--- config.mk ---
export PLATFORM = sky130hd
export DESIGN_NAME = p2s_serializer
export DESIGN_NICKNAME = d
export VERILOG_FILES = /design/src/rtl/p2s_pkg.sv /design/src/rtl/p2s_word_counter.sv /design/src/rtl/p2s_load_decode.sv /design/src/rtl/p2s_shift_cell.sv /design/src/rtl/p2s_serializer.sv
export SDC_FILE = /design/constraint.sdc
export NUM_CORES = 1
export LEC_CHECK = 0
export ABC_AREA = 1
export CAP_MARGIN = 40
export CELL_PAD_IN_SITES_DETAIL_PLACEMENT = 2
export CELL_PAD_IN_SITES_GLOBAL_PLACEMENT = 2
export CORE_AREA = 2 2 39 41
export DETAILED_ROUTE_END_ITERATION = 8
export DIE_AREA = 0 0 41 43
export DONT_BUFFER_PORTS = 1
export GPL_TIMING_DRIVEN = 0
export PLACE_DENSITY_LB_ADDON = 0.1
export SKIP_CTS_REPAIR_TIMING = 1
export SYNTH_ARGS = -nofsm -noshare
export SYNTH_HDL_FRONTEND = slang
export SYNTH_HIERARCHICAL = 1
export SYNTH_SLANG_ARGS = --single-unit
--- constraint.sdc ---
create_clock -name bit_clk -period 1.58 [get_ports bit_clk]
set_clock_uncertainty 0.1 [all_clocks]
set_input_delay 0.474 -clock bit_clk [delete_from_list [all_inputs] [get_ports bit_clk]]
set_output_delay 0.474 -clock bit_clk [all_outputs]
set_load 0.05 [all_outputs]
--- src/rtl/p2s_pkg.sv ---
package p2s_pkg;
  typedef enum logic {
    FRAME_SINGLE = 1'b0,
    FRAME_PAIR   = 1'b1
  } frame_mode_e;
endpackage

--- src/rtl/p2s_word_counter.sv ---
module p2s_word_counter #(
  parameter int CNT_W = 3
) (
  input  logic             clk,
  input  logic             clr,
  output logic [CNT_W-1:0] count
);
  always_ff @(negedge clk or posedge clr) begin
    if (clr) count <= '0;
    else     count <= count + 1'b1;
  end
endmodule

--- src/rtl/p2s_load_decode.sv ---
module p2s_load_decode
  import p2s_pkg::*;
#(
  parameter int CNT_W = 3
) (
  input  logic [CNT_W-1:0] count,
  input  frame_mode_e      mode,
  output logic             load
);
  logic single_hit;
  logic pair_hit;

  always_comb begin
    single_hit = (count[CNT_W-2:0] == '0);
    pair_hit   = single_hit && !count[CNT_W-1];
    load       = (mode == FRAME_PAIR) ? pair_hit : single_hit;
  end
endmodule

--- src/rtl/p2s_shift_cell.sv ---
module p2s_shift_cell (
  input  logic clk,
  input  logic load,
  input  logic par_bit,
  input  logic chain_bit,
  output logic q
);
  always_ff @(negedge clk) begin
    q <= load ? par_bit : chain_bit;
  end
endmodule

--- src/rtl/p2s_serializer.sv ---
module p2s_serializer
  import p2s_pkg::*;
#(
  parameter int WORD_W = 4
) (
  input  logic              bit_clk,
  input  logic              sync,
  input  logic              pair_mode,
  input  logic [WORD_W-1:0] par_in,
  input  logic              ser_in,
  output logic              ser_out,
  output logic              word_clk,
  output logic              pair_clk
);
  localparam int CNT_W = $clog2(2 * WORD_W);

  logic [CNT_W-1:0]  count;
  logic              load_pulse;
  logic [WORD_W-1:0] stage_q;
  frame_mode_e       mode;

  assign mode = frame_mode_e'(pair_mode);

  p2s_word_counter #(.CNT_W(CNT_W)) u_counter (
    .clk   (bit_clk),
    .clr   (sync),
    .count (count)
  );

  p2s_load_decode #(.CNT_W(CNT_W)) u_decode (
    .count (count),
    .mode  (mode),
    .load  (load_pulse)
  );

  for (genvar i = 0; i < WORD_W; i++) begin : g_cell
    logic feed;
    if (i == WORD_W - 1) begin : g_far
      assign feed = ser_in;
    end else begin : g_mid
      assign feed = stage_q[i+1];
    end
    p2s_shift_cell u_cell (
      .clk       (bit_clk),
      .load      (load_pulse),
      .par_bit   (par_in[i]),
      .chain_bit (feed),
      .q         (stage_q[i])
    );
  end

  assign ser_out  = stage_q[0];
  assign word_clk = count[CNT_W-2];
  assign pair_clk = count[CNT_W-1];
endmodule

After elaboration in Yosys (flattened, before gate mapping)
Cells that the tools add are included.
- register bits: 7
- input port bits: 8
- output and inout bits: 3
- word-level logic and storage cells: 14
- add/sub/neg operators: 1
- mux-type cells: 5
- reductions and logical operators: 3
- operators with widths (cell ; number):
    $mux W1 ; 5
    $add A3 B1 Y3 const B ; 1
    $logic_not A2 Y1 ; 1
    $logic_and A1 B1 Y1 ; 1
    $logic_not A1 Y1 ; 1

Longest topological paths before layout
- depth after elaboration: 4
- depth in mapped cells: 6
- gate-level depth less buffers: 6

Hierarchy
The synthesis kept the hierarchy.
- by module, submodules not included (module ; instances ; cells an instance ; area an instance (um^2) ; seq. area each (um^2)):
    p2s_shift_cell ; 4 ; 6 ; 38.8 ; 20.0
    p2s_word_counter ; 1 ; 11 ; 113.9 ; 75.1
    p2s_load_decode ; 1 ; 4 ; 15.0 ; 0.0

==> impl_metrics.yaml <==
route:
  wl_per_cell_um: 9.31
  finalWirelength_um: 549
  post_drt_via_cell_ratio: 3.93
  drt_pass1_iterations: 1
  antenna_left: 0
  drc: 0
  drtIter0Drc: 0
  num_vias: 232
power:
  pwr-share-clk: 0.496
  max-vdd-ir-drop_uv: 253
  switching_share: 0.256
  power_uw: 390
  power.share.combinational: 0.016
  p_seq_frac: 0.487
  p_per_area_mw_per_mm2: 1140
  p_switching_uw: 99.8
  leakagePower_nw: 0.187
  p_int_uw: 290
timing:
  finalSetupViolCount: 3
  rsz0062_at_grt: "yes"
  tightest_slew_ns: 0.523
  hold-worst-slack_ns: 0.230
  finalHoldViolations: 0
  setup_slack_ns: -0.777
  finalMaxSlewViolations: 0
  relSlewSlack: 0.651
synthesis:
  synth.area.top_cells: "dfxtp_1, dfrtn_1, nand2_1, inv_1, ha_1"
  netlist-cell-type-count: 6
  yosysWarnings: 6
  synth_ff_type: "dfxtp_1"
  syn_avg_cell_area_sq_um: 7.28
  synth_nets: 48
  synth_seq_cells: 7
  seq_area_frac_synth: 0.546
  synth_top_area_share: 0.282
  synth_most_common_cell: "nand2_1"
  syn_area_sq_um: 284
  ys_async_sr_fraction: 0.429
  yosysTopAreaCell: "dfxtp_1"
  synth-edff-count: 0
  syn_inst: 39
  synth_commonest_cells: "nand2_1, inv_1, dfxtp_1"
finish:
  nets: 53
  drive_gt1_frac: 0.209
  diodes: 0
  syn_to_final_growth_pct: 20.3
  num-fill-cells: 175
run:
  max_cap_viol_count: 0
clock_network:
  tritoncts: "built"
  clkTransAtPathRegs_ns: 0.04
  cts_htree_levels: 1
  clock_sinks: 7
  cts-root-buf: "clkbuf_4"
  cts_buffer_depth: 2
  clk_latency_ns: 0.31
  numCtsBuffers: 3
setup_path:
  cp_max_fo: 4
  end_kind: "output port"
  startpoint: "u_counter/count[2]$_DFF_NP0_"
  cp-start-kind: "register"
  r2r-start: "u_counter/count[1]$_DFF_NP0_"
  cp.arrival_ns: 1.78
  cp_data_required_time_ns: 1.01
  critPathKind: "register to output port"
global_routing:
  grt_max_degree: 9
  grt.total_usage: 0.0808
  grt_first_pass_wirelength_um: 883
  overflow: 0
  grt_pass1_vias: 226
  grt_antenna_before_repair: 0
outcome:
  status: "complete, but fails checks"
  failed_checks: "setup timing"
floorplanning:
  coreArea_sq_mm: 0.00138
  die_area_sq_mm: 0.00176
  die_width_um: 41
  pin_count: 11
  rows: 14
  die_h_um: 43
  start_util: 0.205
placement:
  port_buffers: 0
  gp_congestion: 0.613
  dp_hpwl_um: 447
worst_hold_path:
  hold_path.class: "register to register"
  min_from: "u_counter/count[0]$_DFF_NP0_"
[layout make-up]
cell class              instances  area [sq um]  area share
flip-flops and latches          7           159       0.465
inverters                       9          36.3       0.106
multi-input cells              19          85.1       0.249
clock buffers                   3          22.5      0.0659
clock inverters                 5          18.8      0.0549
well taps                      16          20.0      0.0586
[per-stage QoR]
| stage | std cells | TNS, ns | cell area, sq um | setup WS [ns] | util |
|---|---|---|---|---|---|
| 3_3_place_gp | 55 | -2.27 | 308 | -0.490 | 0.222 |
| 4_1_cts | 59 | -2.10 | 334 | -0.800 | 0.241 |
| 6_report | 59 | -2.05 | 342 | -0.777 | 0.247 |
| 3_5_place_dp | 55 | -2.37 | 308 | -0.507 | 0.222 |
| 2_1_floorplan | 39 | -1.97 | 288 | -0.478 | - |
| 5_1_grt | 59 | -2.16 | 342 | -0.824 | 0.247 |
[logic make-up (layout without fill, tap and decap cells)]
family                     count (synthesis)  after routing  synth area share
adders and majority gates                  1              1            0.0440
and+or+nand+nor                           18             18             0.238
buffers and inverters                     13             17             0.172
DFF                                        7              7             0.546
[per-layer routing]
metal  up-vias  GRT usage  share of wire
met5         -          0              0
li1        113          -              -
met4         0     0.0800          0.027
met2         9      0.106           0.54
met3         2     0.0314          0.080
met1       108     0.0918           0.35
[power by group through the flow]
stage	clock, mW	combinational [mW]	sequential [mW]
after global routing	0.233	0.00812	0.190
final	0.194	0.00630	0.190
after global placement	0.0316	0.00573	0.193
after CTS	0.208	0.00627	0.190
after floorplan	0.0316	0.00513	0.192
after detailed placement	0.0316	0.00627	0.193
[registers in the layout, indices dropped and copies added (netlist names)]
name / flops
g_cell.u_cell/q: 4
u_counter/count: 3
[cell usage in the layout (no fill, tap or decap), drive strengths merged]
cell type  instances
clkbuf             3
clkinv             1
dfrtn              3
dfxtp              4
ha                 1
inv               13
nand2             17
nor2               1
[final timing paths]
kind	to	slack (ns)	depth (start not counted)
hold reg to reg	u_counter/count[0]$_DFF_NP0_	0.23	1
setup reg to reg	u_counter/count[2]$_DFF_NP0_	0.18	4
hold / removal	u_counter/count[0]$_DFF_NP0_	0.23	1
setup / recovery	pair_clk	-0.78	0
max in group asynchronous	u_counter/count[1]$_DFF_NP0_	0.68	1
min in group asynchronous	u_counter/count[2]$_DFF_NP0_	0.54	1
(Power assumes the default switching activity.)
